`src/rtl/tick_pipe_pkg.sv`:
```
// Package: shared types for the pipelined tick generator node.
// Assumes: nothing beyond IEEE 1800-2017.
package tick_pipe_pkg;

    // Rule selected for the current cycle after arbitration.
    typedef enum logic [1:0] {
        RULE_NONE    = 2'd0,
        RULE_CATCHUP = 2'd1,
        RULE_ADVANCE = 2'd2
    } rule_e;

    // Emitter activity: sending a run of indices or waiting for a rule.
    typedef enum logic {
        EM_IDLE = 1'b0,
        EM_SEND = 1'b1
    } em_state_e;

endpackage

```
`src/rtl/tick_pipe_peer_table.sv`:
```
// Module: tick_pipe_peer_table
// Keeps, for every peer, the highest signed tick index received from it.
// Assumes: at most one message per cycle; rx_src values of N or above are
// dropped; registers start below -X so an empty slot never counts toward
// a threshold.
module tick_pipe_peer_table #(
    parameter int N  = 4,
    parameter int X  = 2,
    parameter int W  = 16,
    parameter int SW = 2
) (
    input  logic                clk,
    input  logic                rst_n,
    input  logic                rx_valid,
    input  logic [SW-1:0]       rx_src,
    input  logic signed [W-1:0] rx_tick,
    output logic signed [W-1:0] peer_max [N]
);

    localparam int EMPTY_I = -X - 1;
    localparam logic signed [W-1:0] EMPTY = W'(EMPTY_I);

    for (genvar i = 0; i < N; i++) begin : g_peer
        logic signed [W-1:0] max_q;
        logic                hit;

        // Decide whether this message targets this slot and raises it.
        assign hit = rx_valid && (int'(rx_src) == i) && (rx_tick > max_q);

        // Hold the running maximum for peer i.
        always_ff @(posedge clk) begin
            if (!rst_n) begin
                max_q <= EMPTY;
            end else if (hit) begin
                max_q <= rx_tick;
            end
        end

        assign peer_max[i] = max_q;
    end

endmodule

```
`src/rtl/tick_pipe_quorum.sv`:
```
// Module: tick_pipe_quorum
// Combinational counting network over the per-peer maxima. It yields the
// (F+1)-th largest stored index (catch-up target) and whether 2F+1 peers
// have reached cur_k - X (advance rule).
// Assumes: N = 3F+1; values cannot wrap within the W-bit signed range.
module tick_pipe_quorum #(
    parameter int N = 4,
    parameter int F = 1,
    parameter int X = 2,
    parameter int W = 16
) (
    input  logic signed [W-1:0] peer_max [N],
    input  logic signed [W-1:0] cur_k,
    output logic                catch_hit,
    output logic signed [W-1:0] catch_target,
    output logic                adv_hit
);

    localparam int CW = $clog2(N + 1);
    localparam logic signed [W-1:0] XS = W'(X);

    logic [N-1:0]        rank_ok;
    logic [N-1:0]        reach;
    logic signed [W-1:0] floor_v;
    logic [CW-1:0]       reach_cnt;

    assign floor_v = cur_k - XS;

    for (genvar i = 0; i < N; i++) begin : g_rank
        logic [CW-1:0] above_c;
        logic [CW-1:0] atleast_c;

        // Count peers strictly above and at-or-above peer i's value.
        always_comb begin
            above_c   = '0;
            atleast_c = '0;
            for (int j = 0; j < N; j++) begin
                if (peer_max[j] > peer_max[i]) above_c = above_c + CW'(1);
                if (peer_max[j] >= peer_max[i]) atleast_c = atleast_c + CW'(1);
            end
        end

        // Peer i holds the (F+1)-th largest value when ranks straddle F+1.
        assign rank_ok[i] = (int'(above_c) <= F) && (int'(atleast_c) >= F + 1);
        assign reach[i]   = (peer_max[i] >= floor_v);
    end

    // Pick the (F+1)-th largest value from the lowest qualifying slot.
    always_comb begin
        catch_target = peer_max[0];
        for (int i = N - 1; i >= 0; i--) begin
            if (rank_ok[i]) catch_target = peer_max[i];
        end
    end

    // Count peers that have reached the advance floor.
    always_comb begin
        reach_cnt = '0;
        for (int i = 0; i < N; i++) begin
            if (reach[i]) reach_cnt = reach_cnt + CW'(1);
        end
    end

    assign catch_hit = (catch_target > cur_k);
    assign adv_hit   = (int'(reach_cnt) >= 2 * F + 1);

endmodule

```
`src/rtl/tick_pipe_emitter.sv`:
```
// Module: tick_pipe_emitter
// Owns the local tick counter and the outgoing index run. A fired rule
// loads a run [k+1 .. new k] and moves k at once; the run is then sent
// one index per accepted handshake. Reset loads the start-up run [-X .. 0].
// Assumes: rule is RULE_NONE whenever busy is high.
module tick_pipe_emitter
    import tick_pipe_pkg::*;
#(
    parameter int X = 2,
    parameter int W = 16
) (
    input  logic                clk,
    input  logic                rst_n,
    input  rule_e               rule,
    input  logic signed [W-1:0] catch_target,
    input  logic                tx_ready,
    output logic                busy,
    output logic                tx_valid,
    output logic signed [W-1:0] tx_tick,
    output logic signed [W-1:0] cur_k
);

    localparam int START_I = -X;
    localparam logic signed [W-1:0] START = W'(START_I);
    localparam logic signed [W-1:0] ONE   = W'(1);

    em_state_e           state_q;
    logic signed [W-1:0] next_q;
    logic signed [W-1:0] last_q;
    logic signed [W-1:0] k_q;
    logic                run_done;

    assign run_done = tx_ready && (next_q == last_q);

    // Advance through the current run, or load a new one on a fired rule.
    always_ff @(posedge clk) begin
        if (!rst_n) begin
            state_q <= EM_SEND;
            next_q  <= START;
            last_q  <= '0;
            k_q     <= '0;
        end else if (state_q == EM_SEND) begin
            if (run_done) begin
                state_q <= EM_IDLE;
            end else if (tx_ready) begin
                next_q <= next_q + ONE;
            end
        end else begin
            unique case (rule)
                RULE_CATCHUP: begin
                    state_q <= EM_SEND;
                    next_q  <= k_q + ONE;
                    last_q  <= catch_target;
                    k_q     <= catch_target;
                end
                RULE_ADVANCE: begin
                    state_q <= EM_SEND;
                    next_q  <= k_q + ONE;
                    last_q  <= k_q + ONE;
                    k_q     <= k_q + ONE;
                end
                default: begin
                    state_q <= EM_IDLE;
                end
            endcase
        end
    end

    assign busy     = (state_q == EM_SEND);
    assign tx_valid = busy;
    assign tx_tick  = next_q;
    assign cur_k    = k_q;

endmodule

```
`src/rtl/tick_pipe_node.sv`:
```
// Module: tick_pipe_node (top)
// One node of an N = 3F+1 fault-tolerant distributed clock. Tracks peer
// maxima, evaluates the catch-up and advance rules while idle (catch-up
// first), and sends its own tick indices over a valid/ready port.
// Assumes: at most one incoming message per cycle; X > 1.
module tick_pipe_node
    import tick_pipe_pkg::*;
#(
    parameter int F = 1,
    parameter int X = 2,
    parameter int W = 16,
    localparam int N  = 3 * F + 1,
    localparam int SW = (N > 1) ? $clog2(N) : 1
) (
    input  logic                clk,
    input  logic                rst_n,
    input  logic                rx_valid,
    input  logic [SW-1:0]       rx_src,
    input  logic signed [W-1:0] rx_tick,
    output logic                tx_valid,
    input  logic                tx_ready,
    output logic signed [W-1:0] tx_tick,
    output logic signed [W-1:0] local_tick
);

    logic signed [W-1:0] peer_max [N];
    logic signed [W-1:0] cur_k;
    logic signed [W-1:0] catch_target;
    logic                catch_hit;
    logic                adv_hit;
    logic                busy;
    rule_e               rule;

    tick_pipe_peer_table #(.N(N), .X(X), .W(W), .SW(SW)) u_table (
        .clk      (clk),
        .rst_n    (rst_n),
        .rx_valid (rx_valid),
        .rx_src   (rx_src),
        .rx_tick  (rx_tick),
        .peer_max (peer_max)
    );

    tick_pipe_quorum #(.N(N), .F(F), .X(X), .W(W)) u_quorum (
        .peer_max     (peer_max),
        .cur_k        (cur_k),
        .catch_hit    (catch_hit),
        .catch_target (catch_target),
        .adv_hit      (adv_hit)
    );

    // Arbitrate the rules: none while sending, catch-up before advance.
    always_comb begin
        if (busy)           rule = RULE_NONE;
        else if (catch_hit) rule = RULE_CATCHUP;
        else if (adv_hit)   rule = RULE_ADVANCE;
        else                rule = RULE_NONE;
    end

    tick_pipe_emitter #(.X(X), .W(W)) u_emit (
        .clk          (clk),
        .rst_n        (rst_n),
        .rule         (rule),
        .catch_target (catch_target),
        .tx_ready     (tx_ready),
        .busy         (busy),
        .tx_valid     (tx_valid),
        .tx_tick      (tx_tick),
        .cur_k        (cur_k)
    );

    assign local_tick = cur_k;

endmodule

```
`config.mk`:
```
export PLATFORM = sky130hd
export DESIGN_NAME = tick_pipe_node
export DESIGN_NICKNAME = d
export VERILOG_FILES = /design/src/rtl/tick_pipe_pkg.sv /design/src/rtl/tick_pipe_peer_table.sv /design/src/rtl/tick_pipe_quorum.sv /design/src/rtl/tick_pipe_emitter.sv /design/src/rtl/tick_pipe_node.sv
export SDC_FILE = /design/constraint.sdc
export NUM_CORES = 1
export LEC_CHECK = 0
export ABC_AREA = 1
export BUFFER_PORTS_ARGS = -buffer_cell sky130_fd_sc_hd__buf_4
export CAP_MARGIN = 0
export CELL_PAD_IN_SITES_DETAIL_PLACEMENT = 1
export CELL_PAD_IN_SITES_GLOBAL_PLACEMENT = 2
export CORE_UTILIZATION = 30
export DETAILED_ROUTE_END_ITERATION = 10
export GPL_TIMING_DRIVEN = 0
export PLACE_DENSITY = 0.81
export SYNTH_ARGS = -nofsm -noshare
export SYNTH_HDL_FRONTEND = slang
export SYNTH_HIERARCHICAL = 1
export SYNTH_SLANG_ARGS = --single-unit
```
`constraint.sdc`:
```
create_clock -name clk -period 13.75 [get_ports clk]
set_clock_uncertainty 0.15 [all_clocks]
set_input_delay 0.6875 -clock clk [delete_from_list [all_inputs] [get_ports clk]]
set_output_delay 0.6875 -clock clk [all_outputs]
set_load 0.02 [all_outputs]
```
After elaboration in Yosys (flattened, before gate mapping)
Index checks and enable logic that the tools add are counted.

storage, ports and cells
  RAM bits = 0
  register bits after elaboration = 97
  input bits = 22
  output and inout port bits = 33
  bits in latches = 0
  logic and storage cells = 166
  ROM bits = 0
  memories kept = 0

cells by class
  $add $sub $neg = 30
  reduce and logical (&&, ||, !) cells = 19
  bitwise operators = 1
  $lt $le $gt $ge = 50
  multiplexer cells = 51
  shift operators = 0
  eq/ne operators = 8
  div/mod/pow operators = 0
  $mul = 0

operators with widths
  cell                                                                number
  greater-than comparator 16 bit                                      21
  greater-or-equal comparator 16 bit                                  20
  two-way mux 16 bit                                                  8
  two-way mux 3 bit                                                   27
  adder 3 x 1 -> 3 bit (second input constant)                        18
  adder 16 x 2 -> 16 bit (second input constant)                      2
  one-hot mux 16 bit (2 select lines)                                 1
  adder 1 x 1 -> 2 bit (second input constant)                        9
  == test 16 bit                                                      1
  subtractor 16 x 3 -> 16 bit (second input constant)                 1
  greater-or-equal comparator 3 x 2 -> 1 bit (second input constant)  5
  logical AND 1 bit                                                   13
  <= comparator 3 x 1 -> 1 bit (second input constant)                4
  two-way mux 1 bit                                                   12
  == test 2 bit (second input constant)                               3
  two-way mux 2 bit                                                   3
  == test 2 x 1 -> 1 bit (second input constant)                      2
  != test 2 bit (second input constant)                               2
  nonzero test 2 bit                                                  2
  AND reduction 3 bit                                                 1
  zero test 2 bit                                                     1
  AND reduction 2 bit                                                 1
  OR reduction 2 bit                                                  1
  inverter 1 bit                                                      1

Logic depth before layout (Yosys ltp)
  word-level depth = 21
  depth in mapped cells = 46
  mapped depth without buffers = 45

By module
Netlist, hierarchy kept.

modules (own cells, without submodules)
  module                cells an instance  instances  sequential area each (µm²)  area each (µm²)
  tick_pipe_quorum      967                1          0.0                         6,272.3
  tick_pipe_peer_table  602                1          1,281.2                     4,411.7
  tick_pipe_emitter     423                1          660.6                       2,441.1
  tick_pipe_node        4                  1          0.0                         20.0

Worst setup path before layout
Ideal clock, no wire load.

  path type = flip-flop to flip-flop
  start = reg u_table.g_peer[3].max_q[15]
  end = reg u_emit.k_q[2], in the netlist u_emit/cur_k[2]
  clock period less this slack = 5.674 ns
  data required time = 13.505 ns
  arrival time = 5.429 ns
  stages on the path, launching flop included = 42
  buffers on the path = 2
  setup slack = 8.076 ns
  library setup time = 0.095 ns
  cells stage by stage = dfxtp_1 > inv_1 > ha_1 > nand2_1 > inv_1 > nand3_1 > nor3_1 > nand2_1 > nand2_1 > nand2_1 > nand2_1 > inv_1 > nor2_1 > inv_1 > ha_1 > o21a_1 > ha_1 > nor2_1 > [... 6 more ...] > a21oi_2 > ha_1 > inv_1 > nor2_1 > nor2_1 > o21a_1 > o221ai_1 > a211oi_1 > xnor2_1 > a21oi_1 > inv_2 > nor2_1 > inv_1 > ha_1 > nor2_4 > clkinv_1 > buf_2 > a221oi_1

on the way
  cells in the longest elaborated chain, start to end = 20
  elaborated cells between the ends (all ways) = 62
  those cells by class = add/sub: 6; order compare: 25; eq/ne: 2; mux: 23; reduce/logical: 6

ends and longest elaborated chain
  item                                                                                  RTL line                                        source
  start: declaration                                                                    tick_pipe_peer_table.sv:24                      logic signed [W-1:0] max_q;
  start signal: assignment                                                              tick_pipe_peer_table.sv:35                      max_q <= rx_tick;
  greater-than comparator 16 bit or greater-or-equal comparator 16 bit (tied branches)  tick_pipe_quorum.sv:38, tick_pipe_quorum.sv:39
  two-way mux 1 bit (on tied branches)                                                  tick_pipe_quorum.sv:38, tick_pipe_quorum.sv:39
  adder 1 x 1 -> 2 bit (on tied branches)                                               tick_pipe_quorum.sv:38, tick_pipe_quorum.sv:39
  two-way mux 3 bit (on tied branches)                                                  tick_pipe_quorum.sv:38, tick_pipe_quorum.sv:39
  adder 3 x 1 -> 3 bit (on tied branches)                                               tick_pipe_quorum.sv:38, tick_pipe_quorum.sv:39
  two-way mux 3 bit (on tied branches)                                                  tick_pipe_quorum.sv:38, tick_pipe_quorum.sv:39
  adder 3 x 1 -> 3 bit (on tied branches)                                               tick_pipe_quorum.sv:38, tick_pipe_quorum.sv:39
  two-way mux 3 bit (on tied branches)                                                  tick_pipe_quorum.sv:38, tick_pipe_quorum.sv:39
  [... 6 more ...]                                                                      --
  named net catch_target[1]                                                             tick_pipe_node.sv:28                            logic signed [W-1:0] catch_target;
  greater-than comparator 16 bit *                                                      tick_pipe_quorum.sv:64                          assign catch_hit = (catch_target > cur_k);
  named net catch_hit                                                                   tick_pipe_node.sv:29                            logic catch_hit;
  two-way mux 2 bit *                                                                   tick_pipe_node.sv:54                            else if (catch_hit) rule = RULE_CATCHUP;
  two-way mux 2 bit *                                                                   tick_pipe_node.sv:53                            if (busy) rule = RULE_NONE;
  named net rule[0]                                                                     tick_pipe_node.sv:32                            rule_e rule;
  == test 2 x 1 -> 1 bit or == test 2 bit (tied branches)                               tick_pipe_emitter.sv:49                         unique case (rule)
  nonzero test 2 bit (no source line)                                                   --
  AND reduction 2 bit (no source line)                                                  --
  end signal: assignment                                                                tick_pipe_emitter.sv:54                         k_q <= catch_target;
  end signal: assignment                                                                tick_pipe_emitter.sv:60                         k_q <= k_q + ONE;
  end: declaration                                                                      tick_pipe_emitter.sv:30                         logic signed [W-1:0] k_q;

The timed path passes the listed nets; every way through them passes the cells marked *.
A chain may end at the register's enable or synchronous reset.

Worst setup path in the final report
  start = reg u_table.g_peer[3].max_q[15]
  end = reg u_emit.k_q[15], in the netlist u_emit/cur_k[15]

The elaborated chain is that of the path after synthesis.

==> flow_summary.yaml <==
yosys:
  synth-edff-count: 0
  ys_warn_count: 6
  syn_avg_cell_area_um2: 6.59
  synth_top_area_cell: "ha_1"
  yosysMostFrequentCell: "nand2_1"
  synth_ff_type: "dfxtp_1"
  ys_types: 50
  async_flop_share_pct: 0
  syn_area_um2: 13100
  synthTopCellsByArea: "ha_1, dfxtp_1, nand2_1, nand3_1, inv_1"
  synth-seq-area-share_pct: 14.8
  synth_fp_nets: 2277
  ys_ff_latch: 97
  synthTopCellsByCount: "nand2_1, inv_1, ha_1"
  synthCells: 1996
  yosysTopAreaCellShare_pct: 24.3
timing:
  fmax_ghz: 0.126
  finalSetupViolCount: 0
  rsz0062_at_grt: "no"
  finalHoldViolCount: 0
  period_needed_ns: 7.96
  drv_slew: 0
  max_slew.worst_pin.slew_ns: 0.837
  finalSetupTns_ns: 0
  maxSlewHeadroom_pct: 43.8
  worst_hold_slack_ns: 0.357
  finalCritPeriodShare_pct: 57.9
critical_path:
  path_class: "reg2reg"
  cp.arrival_ns: 8.08
  endpoint_kind: "register"
  worstPathMaxFanout: 10
  slowest_delay_ns: 0.66
  start_kind: "register"
  required_ns: 13.87
  critPathSlowestCell: "nor3_1"
clock_tree:
  cts_setup_buffers: 0
  clk_pin_slew_ns: 0.08
  clk_latency_ns: 0.39
  ctsHoldBuffers: 0
  cts_buffer_depth: 2
  cts_tree: "built"
  cts_made_buffers: 9
  cts_resized: 0
  root_buffer: "clkbuf_16"
  clkSinkCount: 97
  htreeDepth: 3
cells_and_area:
  diodes: 0
  seqCellArea_um2: 1940
  drive_gt1_share_pct: 11.8
  multi_input_area_um2: 9640
  fillers: 5612
  area_delta_synth_final_pct: 10.9
  nNetsFinal: 2342
power:
  clockPowerShare_pct: 13.8
  p_leak_uw: 0.00857
  p_comb_share_pct: 69.4
  p_sw_uw: 1050
  seqPwrFrac_pct: 16.7
  vdd_ir_drop_max_mv: 0.172
  p_sw_share_pct: 54.1
  p_int_uw: 890
  p_per_area_nw_per_um2: 133
global_routing:
  grt_max_degree: 20
  grt_pass1_wl_um: 76700
  antenna_found_initial: 0
  grt_usage_pct: 22.4
  grt_pass1_vias: 13573
  gr-total-overflow: 0
detailed_routing:
  drtIter0Drc: 794
  totalWireLength_um: 48800
  drc: 0
  first_pass_iters: 5
  via_per_inst: 5.05
  vias: 13376
  wl_per_cell_um: 18.4
  antenna_left: 0
floorplan:
  die_x_um: 211
  io_pins: 55
  die_h_um: 211
  initial_utilization_pct: 30.4
  dieArea_um2: 44700
  coreArea_um2: 43200
  rows: 76
place:
  dp_hpwl_um: 40600
  io_buffers: 54
  routabilityCongestion: 0.873
worst_hold_path:
  min_path_type: "reg2reg"
status:
  status: "finished, final reports clean"
run:
  maxCapViolations: 0
-- final timing paths --
kind,cells past startpoint,slack [ns],end,from
worst max-delay path,42,5.79,u_emit/cur_k[15]$_SDFFE_PN0P_,u_table/g_peer[3].max_q[15]$_SDFFE_PN1P_
worst min-delay path,2,0.36,u_table/g_peer[0].max_q[0]$_SDFFE_PN1P_,u_table/g_peer[0].max_q[0]$_SDFFE_PN1P_
worst max register to register,42,5.79,u_emit/cur_k[15]$_SDFFE_PN0P_,u_table/g_peer[3].max_q[15]$_SDFFE_PN1P_
worst min register to register,2,0.36,u_table/g_peer[0].max_q[0]$_SDFFE_PN1P_,u_table/g_peer[0].max_q[0]$_SDFFE_PN1P_
-- layer usage --
| layer | track usage, % | part of all wire (%) | vias up |
|---|---|---|---|
| li1 | - | - | 6709 |
| met1 | 32.9 | 52 | 6476 |
| met2 | 35.0 | 44 | 153 |
| met3 | 1.75 | 2.4 | 38 |
| met4 | 5.55 | 1.7 | 0 |
| met5 | 0 | 0 | - |
-- layout by cell type (no fill, tap or decap), types with 3 or more instances in the layout --
master | synthesis | layout
a221oi_1 | 5 | 5
nand2_4 | 7 | 7
a21o_1 | 4 | 4
fa_1 | 4 | 4
clkbuf_16 | 0 | 9
nand3_4 | 5 | 5
nand3_1 | 234 | 234
dfxtp_1 | 97 | 97
nor2_1 | 115 | 115
ha_1 | 255 | 255
o211ai_1 | 7 | 7
o21a_1 | 5 | 5
nand4_1 | 46 | 46
nor3_1 | 23 | 23
or2_2 | 4 | 4
buf_1 | 3 | 3
a21oi_2 | 11 | 11
xor2_1 | 26 | 26
o21bai_1 | 7 | 7
nand3_2 | 40 | 40
clkbuf_1 | 18 | 18
a21oi_1 | 131 | 131
o21ai_0 | 50 | 50
nand2_1 | 462 | 462
nor2_2 | 6 | 6
inv_2 | 16 | 16
nand2_2 | 39 | 39
buf_6 | 10 | 10
o21ai_1 | 6 | 6
buf_4 | 6 | 60
buf_2 | 12 | 12
inv_1 | 311 | 311
nor3_2 | 3 | 3
nor2_4 | 5 | 5
-- power by group through the flow --
stage                     logic, µW  clock network [µW]  registers, µW
after floorplan                 995                   0            320
after global placement         1280                   0            331
after detailed placement       1340                   0            332
after CTS                      1340                 278            325
after global routing           1510                 286            326
final                          1350                 268            324
-- critical path, delay by kind of cell (launching register included) --
family                     cells  cell delay (ns)
AOI/OAI and AO/OA              8             1.49
xor gates and xnor gates       1             0.10
adders and majority gates      5             1.48
buffers and inverters         10             1.36
DFF                            1             0.61
and+or+nand+nor               18             2.64
-- final cells by class --
cell class | count | area share [%]
clock buffer | 9 | 1.54
inverter | 329 | 8.47
sequential | 97 | 13.3
buffer | 51 | 2.27
timing repair buffer | 54 | 2.78
tap | 585 | 5.02
multi-input combinational | 1519 | 66.1
clock inverter | 7 | 0.481
-- logic make-up after synthesis --
| logic type | synth area share, % |
|---|---|
| xor gates and xnor gates | 1.87 |
| and+or+nand+nor | 36.3 |
| DFF | 14.8 |
| AOI/OAI and AO/OA | 10.3 |
| buffers and inverters | 11.9 |
| adders and majority gates | 24.9 |
-- registers in the layout (all words and copies together), names as in the netlist --
signal                cells
u_emit/tx_tick           16
u_emit/cur_k             16
u_table/g_peer.max_q     64
u_emit/busy               1
-- per-stage QoR --
stage / total power [µW] / worst slack, ns / utilization [%] / area [µm²] / instances
2_1_floorplan: 1310 / 8.08 / - / 13100 / 1996
3_3_place_gp: 1610 / 6.15 / 33.1 / 14300 / 2635
3_5_place_dp: 1670 / 5.96 / 33.1 / 14300 / 2635
4_1_cts: 1950 / 5.90 / 33.8 / 14600 / 2651
5_1_grt: 2120 / 5.33 / 33.8 / 14600 / 2651
6_report: 1940 / 5.79 / 33.8 / 14600 / 2651
(Power assumes the default switching activity.)
